`config.mk`:
```
export PLATFORM = sky130hd
export DESIGN_NAME = uptimer_pwm
export DESIGN_NICKNAME = d
export VERILOG_FILES = /design/src/rtl/uptimer_pkg.sv /design/src/rtl/utp_regs.sv /design/src/rtl/utp_tick_gate.sv /design/src/rtl/utp_counter.sv /design/src/rtl/utp_pwm.sv /design/src/rtl/uptimer_pwm.sv
export SDC_FILE = /design/constraint.sdc
export NUM_CORES = 1
export LEC_CHECK = 0
export CAP_MARGIN = 0
export CORE_ASPECT_RATIO = 2
export CORE_MARGIN = 2
export CORE_UTILIZATION = 54
export CTS_BUF_LIST = sky130_fd_sc_hd__clkbuf_8
export DETAILED_ROUTE_END_ITERATION = 8
export PLACE_DENSITY_LB_ADDON = 0.1
export SYNTH_ARGS = -nofsm -noshare
export SYNTH_HDL_FRONTEND = slang
export SYNTH_SLANG_ARGS = --single-unit
```
`constraint.sdc`:
```
create_clock -name clk -period 2.67 [get_ports clk]
set_input_delay 0.4005 -clock clk [delete_from_list [all_inputs] [get_ports clk]]
set_output_delay 0.4005 -clock clk [all_outputs]
set_load 0.01 [all_outputs]
```
`src/rtl/uptimer_pkg.sv`:
```
package uptimer_pkg;

    localparam int CNT_W    = 16;
    localparam int DUTY_W   = 4;
    localparam int DUTY_LSB = 6;
    localparam int FRAME_W  = DUTY_W;

    localparam logic ADDR_START = 1'b0;
    localparam logic ADDR_CTRL  = 1'b1;

    typedef struct packed {
        logic [DUTY_W-1:0] duty;
        logic              use_slow;
        logic              use_fast;
    } ctrl_t;

    typedef struct packed {
        logic             valid;
        logic [CNT_W-1:0] value;
    } load_t;

    function automatic ctrl_t decode_ctrl(input logic [CNT_W-1:0] d);
        ctrl_t c;
        c.use_fast = d[0];
        c.use_slow = d[1];
        c.duty     = d[DUTY_LSB +: DUTY_W];
        return c;
    endfunction

    // a strobe that takes part must be high; one that does not is ignored
    function automatic logic strobe_ok(input logic take_part, input logic strobe);
        return ~take_part | strobe;
    endfunction

endpackage

```
`src/rtl/utp_regs.sv`:
```
module utp_regs
    import uptimer_pkg::*;
#(
    parameter int W = CNT_W
) (
    input  logic         clk,
    input  logic         rst,
    input  logic         wr_en,
    input  logic         wr_addr,
    input  logic [W-1:0] wr_data,
    output ctrl_t        ctrl_q,
    output logic [W-1:0] start_q,
    output load_t        ld
);

    always_ff @(posedge clk) begin
        if (rst) begin
            ctrl_q  <= '0;
            start_q <= '0;
        end else if (wr_en) begin
            if (wr_addr == ADDR_CTRL) ctrl_q <= decode_ctrl(wr_data);
            else                      start_q <= wr_data;
        end
    end

    always_comb begin
        ld.valid = wr_en && (wr_addr == ADDR_START);
        ld.value = wr_data;
    end

endmodule

```
`src/rtl/utp_tick_gate.sv`:
```
module utp_tick_gate
    import uptimer_pkg::*;
#(
    parameter int NSRC = 2
) (
    input  ctrl_t     ctrl_q,
    input  logic      tick_fast,
    input  logic      tick_slow,
    output logic      tick_en
);

    logic [NSRC-1:0] take_part;
    logic [NSRC-1:0] strobe;
    logic [NSRC-1:0] ok;

    assign take_part = {ctrl_q.use_slow, ctrl_q.use_fast};
    assign strobe    = {tick_slow, tick_fast};

    for (genvar i = 0; i < NSRC; i++) begin : g_src
        assign ok[i] = strobe_ok(take_part[i], strobe[i]);
    end

    assign tick_en = (|take_part) & (&ok);

endmodule

```
`src/rtl/utp_counter.sv`:
```
module utp_counter
    import uptimer_pkg::*;
#(
    parameter int W = CNT_W
) (
    input  logic         clk,
    input  logic         rst,
    input  logic         tick_en,
    input  load_t        ld,
    input  logic [W-1:0] start_q,
    output logic [W-1:0] count,
    output logic         ovf,
    output logic         irq
);

    localparam logic [W-1:0] TOP = '1;

    assign ovf = tick_en && !ld.valid && (count == TOP);

    always_ff @(posedge clk) begin
        if (rst) begin
            count <= '0;
            irq   <= 1'b0;
        end else begin
            irq <= ovf;
            if (ld.valid)     count <= ld.value[W-1:0];
            else if (ovf)     count <= start_q;
            else if (tick_en) count <= count + 1'b1;
        end
    end

endmodule

```
`src/rtl/utp_pwm.sv`:
```
module utp_pwm
    import uptimer_pkg::*;
#(
    parameter int FW = FRAME_W
) (
    input  logic          clk,
    input  logic          rst,
    input  logic          ovf,
    input  logic [FW-1:0] duty,
    output logic          pwm_out
);

    logic [FW-1:0] slot;

    always_ff @(posedge clk) begin
        if (rst)      slot <= '0;
        else if (ovf) slot <= slot + 1'b1;
    end

    assign pwm_out = (slot < duty);

endmodule

```
`src/rtl/uptimer_pwm.sv`:
```
module uptimer_pwm
    import uptimer_pkg::*;
#(
    parameter int W = CNT_W
) (
    input  logic         clk,
    input  logic         rst,
    input  logic         tick_fast,
    input  logic         tick_slow,
    input  logic         wr_en,
    input  logic         wr_addr,
    input  logic [W-1:0] wr_data,
    output logic [W-1:0] count,
    output logic         irq,
    output logic         pwm_out
);

    ctrl_t        ctrl_q;
    logic [W-1:0] start_q;
    load_t        ld;
    logic         tick_en;
    logic         ovf;

    utp_regs #(.W(W)) u_regs (
        .clk(clk), .rst(rst), .wr_en(wr_en), .wr_addr(wr_addr),
        .wr_data(wr_data), .ctrl_q(ctrl_q), .start_q(start_q), .ld(ld)
    );

    utp_tick_gate u_gate (
        .ctrl_q(ctrl_q), .tick_fast(tick_fast), .tick_slow(tick_slow),
        .tick_en(tick_en)
    );

    utp_counter #(.W(W)) u_cnt (
        .clk(clk), .rst(rst), .tick_en(tick_en), .ld(ld),
        .start_q(start_q), .count(count), .ovf(ovf), .irq(irq)
    );

    utp_pwm #(.FW(FRAME_W)) u_pwm (
        .clk(clk), .rst(rst), .ovf(ovf), .duty(ctrl_q.duty), .pwm_out(pwm_out)
    );

endmodule

```
==> metrics.txt, run 1 <==
Worst path slowest cell clkdlybuf4s50_1; I/O Buffers 39; wire per inst 15.6 um; Mapped Nets 303; Peak supply drop 0.454 mV; Diodes inserted 0; Max Cap Viol 0; Fin. Hold Viols 0; # rows 33; Post-Synth Adder-Cell Area 0.0279; CP Class flop to primary output; Tmin final 2.36 ns; CTS tree built; total wire length 5.70 mm; Die Y 95.1 um; First-pass DRT Iterations 4; dpl hpwl 4.19 mm; core footprint 4050 um^2; DRC Markers 0; max incr delay on CP 0.54 ns; outcome finished, final reports clean; post-synthesis compound-gate area fraction 0.217; initial DRC count 54; global route total overflow 0; Seq cells post-synth 43; fin. max-slew vios 0; mux cell area share after synthesis 0.0234; RSZ-0062 raised after global routing no; post_cts resized 0; Synth Area in Simple Gates 0.258; via count 2196; CTS Hold Bufs 0; static leakage 0.000987 uW; Fmax 0.423 GHz; global-route wire length before repair 9.51 mm; Final WS setup 0.307 ns; Rel. slew slack 0.617; CP Capture Type primary output; Syn Area/Cell 8.12 um^2; cell total after placement 358; Data required, critical path 2.27 ns; worst path bufs/invs 2; CTS sink cnt 43; Worst-Margin Slew 0.573 ns; Starting Density 0.554; sequential share of the synthesized area 0.384; fin cells 366; CP most frequent cell a21o_1; main combinational cell family by area after synthesis simple AND/OR/NAND/NOR gates; fin nets 340; initial antenna violation count 0; Max Fanout on Critical Path 2; placer congestion estimate 0.814; final setup TNS 0 ns; Syn. warnings 0; Crit path arrival time 1.96 ns; CTS buffer count 5; Layout Skew 0.00624 ns; Synth Instances 276; share of cells above drive strength 1 0.0987; synthesized cell area 2240 um^2; Synth cell types 46; post-route clock period utilization 0.885; Top Ports 40; H-Tree Depth 2; Die Wd 49.6 um; Total Die Area 4710 um^2; final setup vio count 0; vias per cell 6.00; synth-to-layout area growth 23.3%; Detail Route Antenna Nets 0; CP top delay family buffers and inverters; crit-path cells inv_1 > ha_1 > a21o_1 > a21o_1 > a21oi_1 > clkdlybuf4s50_1; Post-CTS Repair Setup Buffers 0; CP Launch Type flop; worst hold-check path type flop to flop; clk slew on worst S/H paths 0.08 ns; Power Density 500 nW/um^2; Tot GR Track Use 0.257; Longest Clk Path Bufs 2; vias in the first global route 2100; largest net degree at the start of global routing 27; Post-Place Setup Slack 0.336 ns; xor and xnor area share after synthesis 0.0273; Clk Latency, worst-skew pair 0.29 ns; CTS Root Cell clkbuf_8
==> final cells by class <==
type,count,area [um^2]
clock inverter,1,3.75
sequential,43,861
timing repair buffer,50,473
fill,376,1280
tap,52,65.1
multi-input combinational,207,1240
inverter,6,22.5
clock buffer,7,96.3
==> layout by cell type, fill, tap and decap left out, types with 3 or more instances in the layout <==
master / n
mux2i_1: 3
clkdlybuf4s50_1: 39
xor2_1: 3
a311oi_1: 3
o21ai_0: 9
a211oi_2: 5
a21o_1: 6
inv_1: 7
nor2_1: 19
a211oi_1: 6
a21oi_1: 31
ha_1: 5
dfxtp_1: 43
xnor2_1: 4
nor4_1: 4
nand4_1: 4
clkbuf_8: 7
nand3_1: 14
or3_1: 5
nor3_1: 5
and3_1: 4
a31oi_1: 3
buf_4: 11
nand2_1: 49
==> worst min-delay path, delay by kind of cell (launching register included) <==
family,cells,cell delay [ns]
flops,1,0.32
simple gates,1,0.05
compound gates,1,0.05
==> report_power, final <==
group,internal [uW],switching [uW]
clock network,233,218
logic,116,108
registers,673,35.5
total,1020,362
==> path summary, 6_finish.rpt <==
| kind | cells past startpoint | slack, ns | to | start |
|---|---|---|---|---|
| worst max-delay path | 6 | 0.31 | pwm_out | u_regs.ctrl_q[3] |
| worst min register to register | 2 | 0.46 | u_regs.start_q[13] | u_regs.start_q[13] |
| worst max register to register | 6 | 0.61 | u_cnt.count[1] | u_cnt.count[0] |
| worst min-delay path | 2 | 0.46 | u_regs.start_q[13] | u_regs.start_q[13] |
==> cell families (layout without fill, tap and decap cells) <==
logic type | after synthesis | after routing
AOI/OAI and AO/OA | 73 | 73
xor gates and xnor gates | 7 | 7
adders and majority gates | 5 | 5
buffers and inverters | 26 | 64
DFF | 43 | 43
muxes | 5 | 5
and+or+nand+nor | 117 | 117
==> flip-flops by register name, summed over array words and instances, names as in the netlist <==
register / flops
u_regs.start_q: 16
u_cnt.count: 16
u_regs.ctrl_q: 6
u_cnt.irq: 1
u_pwm.slot: 4
==> synth_stat cells (all sizes together) <==
master / count / area share
mux2i: 3 / 0.013
o21ai: 9 / 0.020
a221oi: 1 / 0.0067
inv: 6 / 0.010
xor2: 3 / 0.012
a41o: 2 / 0.0089
a211oi: 11 / 0.048
xnor2: 4 / 0.016
nor4b: 1 / 0.0039
dfxtp: 43 / 0.38
a311oi: 3 / 0.012
or3: 5 / 0.014
o22ai: 2 / 0.0056
a22oi: 1 / 0.0033
a21oi: 31 / 0.069
nand3: 15 / 0.039
mux2: 2 / 0.010
nor2b: 2 / 0.0056
a21o: 6 / 0.020
a21boi: 1 / 0.0033
clkbuf: 7 / 0.012
a32oi: 1 / 0.0039
a31oi: 3 / 0.0084
nor2: 20 / 0.035
ha: 5 / 0.028
and4: 2 / 0.0078
nand2: 49 / 0.082
or2: 1 / 0.0028
nor4: 5 / 0.017
nand2b: 2 / 0.0056
buf: 13 / 0.041
and3: 5 / 0.016
nand4: 4 / 0.011
nor3: 6 / 0.018
a211o: 1 / 0.0039
o21bai: 1 / 0.0033
==> routing by layer <==
metal | vias up | wire length, um | GRT usage
met1 | 1068 | 2110 | 0.275
met2 | 56 | 3260 | 0.486
met3 | 15 | 187 | 0.0376
met5 | - | 0 | 0
li1 | 1057 | - | -
met4 | 0 | 150 | 0.111
==> per-stage QoR <==
step | util | hold slack [ns] | area [um^2] | total power (uW)
2_1_floorplan | - | 0.436 | 2240 | 840
3_3_place_gp | 0.658 | 0.442 | 2660 | 943
3_5_place_dp | 0.658 | 0.448 | 2660 | 946
4_1_cts | 0.683 | 0.460 | 2760 | 1390
5_1_grt | 0.683 | 0.483 | 2760 | 1440
6_report | 0.683 | 0.460 | 2760 | 1380
Power figures use the tool's default switching activity.
==> inputs of run 2 (changes only) <==
- GPL_TIMING_DRIVEN: not set -> 0
==> run 2 against run 1 <==
  * Critical path depth is the same
  * Sequential share of layout area shrank 0.084 points
  * Clock power grew 4%
  * Design area grew 0.27%
  * Utilization grew 0.19 points
  * Maximum frequency shrank 1.9%
  * Wire length grew 15%
  * First-iteration DRC count grew to 2.6 times the previous value
==> metrics.txt, run 2 (synthesis gave the netlist of run 1 again) <==
outcome finished, final reports clean; CP Capture Type primary output; worst hold slack 0.377 ns (-0.0833 ns); Tmin final 2.41 ns (+0.0450 ns); Final WS setup 0.262 ns (-0.0450 ns); most common cell after layout, fill and taps aside nand2_1; Layout Skew 0.00885 ns (+0.00261 ns); static leakage 0.000978 uW (-0.91%); cell total after placement 364 (+1.7%); CTS tree built; I/O Buffers 36 (-7.7%); fin nets 346 (+1.8%); # fillers 369 (-1.9%); post_cts resized 0 (unchanged); initial antenna violation count 0 (unchanged); vias per cell 6.06 (+1.0%); Power Density 508 nW/um^2 (+1.5%); fin cells 372 (+1.6%); crit-path cells inv_1 > ha_1 > a21o_1 > a21o_1 > a21oi_1 > clkdlybuf4s50_1; CP Launch Type flop; most frequent cells in the layout 49 x nand2_1, 43 x dfxtp_1, 36 x clkdlybuf4s50_1, 31 x a21oi_1, 19 x nor2_1; Rel. slew slack 0.584 (-0.0328); Tot GR Track Use 0.302 (+0.0452); via count 2255 (+2.7%); Peak supply drop 0.554 mV (+22%); Max Cap Viol 0 (unchanged); worst path bufs/invs 2 (unchanged); CP top delay family buffers and inverters; final setup TNS 0 ns (unchanged); CP most frequent cell a21o_1; Top Ports 40 (unchanged); total wire length 6.53 mm (+15%); global route total overflow 0 (unchanged); CTS buffer count 5 (unchanged); Total Die Area 4710 um^2 (unchanged); Diodes inserted 0 (unchanged); Longest Clk Path Bufs 2 (unchanged); RSZ-0062 raised after global routing no; worst hold-check path type input port to flop; clk slew on worst S/H paths 0.08 ns (about the same); placer congestion estimate 0.895 (+9.9%); CP Class flop to primary output; core footprint 4050 um^2 (unchanged); top flop regs u_cnt.count: 16 flops, u_regs.start_q: 16 flops, u_regs.ctrl_q: 6 flops; Die Y 95.1 um (unchanged); vias in the first global route 2191 (+4.3%); First-pass DRT Iterations 5 (+1); wire per inst 17.6 um (+13%); largest net degree at the start of global routing 14 (-48%); Starting Density 0.554 (unchanged); Post-CTS Repair Setup Buffers 0 (unchanged); Clk Latency, worst-skew pair 0.31 ns (+0.02 ns); Crit path arrival time 2.01 ns (+0.05 ns); global-route wire length before repair 10.6 mm (+12%); Post-Place Setup Slack 0.161 ns (-0.175 ns); final setup vio count 0 (unchanged); share of cells above drive strength 1 0.0969 (-0.00185); DRC Markers 0 (unchanged); Worst-Margin Slew 0.624 ns (+0.0510 ns); H-Tree Depth 2 (unchanged); synth-to-layout area growth 23.6%; Fin. Hold Viols 0 (unchanged); Data required, critical path 2.27 ns (about the same); fin. max-slew vios 0 (unchanged); CTS Root Cell clkbuf_8; CTS sink cnt 43 (unchanged); post-route clock period utilization 0.902 (+0.0168); max incr delay on CP 0.56 ns (+0.02 ns); dpl hpwl 4.76 mm (+14%); Die Wd 49.6 um (unchanged); Worst path slowest cell clkdlybuf4s50_1; Detail Route Antenna Nets 0 (unchanged); CTS Hold Bufs 0 (unchanged); initial DRC count 143 (+160%); Max Fanout on Critical Path 2 (unchanged); Fmax 0.415 GHz (-1.9%); # rows 33 (unchanged)
-- run 2: worst paths after layout --
check                     start                 end  slack [ns]  cells past startpoint
max            u_regs.ctrl_q[3]             pwm_out        0.26                      6
min                       wr_en    u_regs.ctrl_q[5]        0.38                      3
max reg2reg      u_cnt.count[0]      u_cnt.count[2]        0.53                      9
min reg2reg  u_regs.start_q[13]  u_regs.start_q[13]        0.46                      2
-- run 2: layer usage --
| layer | vias to the layer above | wire length (um) | global-route usage |
|---|---|---|---|
| li1 | 1071 | - | - |
| met1 | 1054 | 2380 | 0.320 |
| met2 | 106 | 3520 | 0.553 |
| met3 | 24 | 368 | 0.0470 |
| met4 | 0 | 268 | 0.171 |
| met5 | - | 0 | 0 |
-- run 2: worst min-delay path: stages --
cell	delay, ns
buf_6	0.11
nand3_1	0.07
a21oi_1	0.05
-- run 2: layout make-up --
cell class	instances	area, um^2	area share
Tap cell	52	65.1	0.0235
Inverter	6	22.5	0.00813
Timing Repair Buffer	36	360	0.130
Multi-Input combinational cell	207	1240	0.447
Clock inverter	1	7.51	0.00271
Sequential cell	43	861	0.311
Clock buffer	7	96.3	0.0348
Buffer	20	119	0.0429
-- run 2: report_power, final --
group          total, uW  switching, uW  internal [uW]  leakage (uW)
clock network        470            235            235     0.0000505
logic                229            118            111      0.000576
registers            709           35.5            673      0.000352
total               1410            389           1020      0.000978
-- run 2: through the flow --
| step | cell area, um^2 | util | total power (uW) |
|---|---|---|---|
| final | 2770 | 0.685 | 1410 |
| after global routing | 2770 | 0.685 | 1460 |
| after CTS | 2770 | 0.685 | 1410 |
| after detailed placement | 2670 | 0.659 | 950 |
| after global placement | 2670 | 0.659 | 946 |
| after floorplan | 2240 | - | 840 |
==> inputs of run 3 (changes only) <==
- PLACE_DENSITY: not set -> 0.93
- PLACE_DENSITY_LB_ADDON: 0.1 -> not set
- SLEW_MARGIN: not set -> 20
==> run 3 against run 2 <==
  * Maximum frequency is 1.4% lower
  * Via count grew 2.5%
  * Register-to-register slack got worse by 0.02 ns
  * Clock power rose by 27%
  * Wire length is 0.44% lower
  * Critical path type unchanged
  * Critical endpoint unchanged
==> metrics.txt, run 3 (synthesis gave the netlist of run 1 again) <==
Top Ports 40 (unchanged); Peak supply drop 0.467 mV (-16%); CP Class flop to primary output; Fmax 0.409 GHz (-1.4%); Die Wd 49.6 um (unchanged); CP Capture Type primary output; vias per cell 6.22 (+2.5%); worst hold-check path type input port to flop; via count 2312 (+2.5%); largest net degree at the start of global routing 14 (unchanged); dpl hpwl 4.67 mm (-2.0%); Starting Density 0.554 (unchanged); final instance area 2800 um^2 (+1.0%); Max Fanout on Critical Path 2 (unchanged); number of cells on the worst hold path 3 (unchanged); fin nets 346 (unchanged); most frequent cells in the layout 49 x nand2_1, 43 x dfxtp_1, 36 x clkdlybuf4s50_1, 31 x a21oi_1, 19 x nor2_1; total wire length 6.50 mm (-0.44%); CP Launch Type flop; Final WS setup 0.228 ns (-0.0339 ns); Cell Area, Placed 2670 um^2 (unchanged); final setup TNS 0 ns (unchanged); top flop regs u_cnt.count: 16 flops, u_regs.start_q: 16 flops, u_regs.ctrl_q: 6 flops; core footprint 4050 um^2 (unchanged); static leakage 0.000997 uW (+1.9%); CTS tree built; Max Cap Viol 0 (unchanged); r2r worst-path depth 9 (unchanged); initial DRC count 118 (-17%); Tot GR Track Use 0.291 (-0.0107); Diodes inserted 0 (unchanged); fin. max-slew vios 0 (unchanged); Rel. slew slack 0.591 (+0.00763); CTS buffer count 5 (unchanged); final setup vio count 0 (unchanged); post-route clock period utilization 0.915 (+0.0127); Post-Place Setup Slack 0.209 ns (+0.0483 ns); I/O Buffers 36 (unchanged); # rows 33 (unchanged); Tmin final 2.44 ns (+0.0339 ns); post_cts resized 0 (unchanged); global-route wire length before repair 10.5 mm (-1.3%); Layout Skew 0.00705 ns (-0.00180 ns); share of cells above drive strength 1 0.0938 (-0.00313); Clk Latency, worst-skew pair 0.30 ns (about the same); vias in the first global route 2297 (+4.8%); H-Tree Depth 2 (unchanged); CTS Hold Bufs 0 (unchanged); Fin. Hold Viols 0 (unchanged); synth-to-layout area growth 24.9%; Worst-Margin Slew 0.596 ns (-0.0285 ns); wire per inst 17.5 um (-0.44%); RSZ-0062 raised after global routing no; reg2reg end u_cnt.count[10]; Crit path arrival time 2.04 ns (+0.03 ns); Longest Clk Path Bufs 2 (unchanged); CTS Root Cell clkbuf_8; First-pass DRT Iterations 7 (+2); Die Y 95.1 um (unchanged); clk slew on worst S/H paths 0.08 ns (about the same); global route total overflow 0 (unchanged); DRC Markers 0 (unchanged); Total Die Area 4710 um^2 (unchanged); most common cell after layout, fill and taps aside nand2_1; Power Density 548 nW/um^2 (+7.9%); Hold EP u_regs.ctrl_q[2]; Hold Crit Start wr_en; placer congestion estimate 0.906 (+1.2%); reg2reg setup slack 0.51 ns (-0.02 ns); Data required, critical path 2.27 ns (about the same); outcome finished, final reports clean; Detail Route Antenna Nets 0 (unchanged); Post-CTS Repair Setup Buffers 0 (unchanged); CTS sink cnt 43 (unchanged); worst r2r src u_cnt.count[0]; Final Util 0.692 (+0.00711); initial antenna violation count 0 (unchanged)
-- run 3: cell count changes in the layout (fill, tap and decap cells not counted) --
cell and delta:
clkinvlp_4 -1, clkbuf_8 -2, inv_1 +1, bufinv_16 +2
-- run 3: critical path, cell delays in order (launching register included) --
cell	delay, ns
dfxtp_1	0.34
inv_1	0.07
ha_1	0.30
a21o_1	0.16
a21o_1	0.18
a21oi_1	0.15
clkdlybuf4s50_1	0.55
-- run 3: how the worst max path moves through the flow --
stage | start | endpoint | slack (ns) | depth (start not counted)
after floorplan | u_cnt.count[0] | u_cnt.count[10] | 0.70 | 9
after global placement | tick_fast | u_cnt.count[9] | 0.21 | 7
after detailed placement | tick_fast | u_cnt.count[9] | 0.21 | 7
after CTS | u_regs.ctrl_q[3] | pwm_out | 0.23 | 6
after global routing | u_regs.ctrl_q[3] | pwm_out | 0.14 | 6
final | u_regs.ctrl_q[3] | pwm_out | 0.23 | 6
-- run 3: report_power, final --
| group | total, uW | internal, uW | switching, uW |
|---|---|---|---|
| clock network | 595 | 370 | 225 |
| registers | 710 | 673 | 36.9 |
| logic | 230 | 111 | 119 |
| total | 1540 | 1150 | 381 |
-- run 3: per-stage QoR --
| stage | std cells | hold WS [ns] | power, uW |
|---|---|---|---|
| 5_1_grt | 372 | 0.394 | 1580 |
| 2_1_floorplan | 276 | 0.436 | 840 |
| 4_1_cts | 372 | 0.388 | 1530 |
| 3_5_place_dp | 364 | 0.449 | 948 |
| 3_3_place_gp | 364 | 0.441 | 942 |
| 6_report | 372 | 0.389 | 1540 |
-- run 3: metal layers --
| layer | vias up | track usage | wire (um) |
|---|---|---|---|
| li1 | 1068 | - | - |
| met1 | 1075 | 0.291 | 2250 |
| met2 | 134 | 0.541 | 3470 |
| met3 | 35 | 0.0376 | 448 |
| met4 | 0 | 0.204 | 332 |
| met5 | - | 0 | 0 |
-- run 3: cell type report --
class,count,area [um^2]
flip-flops and latches,43,861
fillers,346,1250
well taps,52,65.1
repair buffers,36,360
clock inverters,3,63.8
multi-input cells,207,1240
inverters,6,22.5
clock buffers,5,68.8
plain buffers,20,119
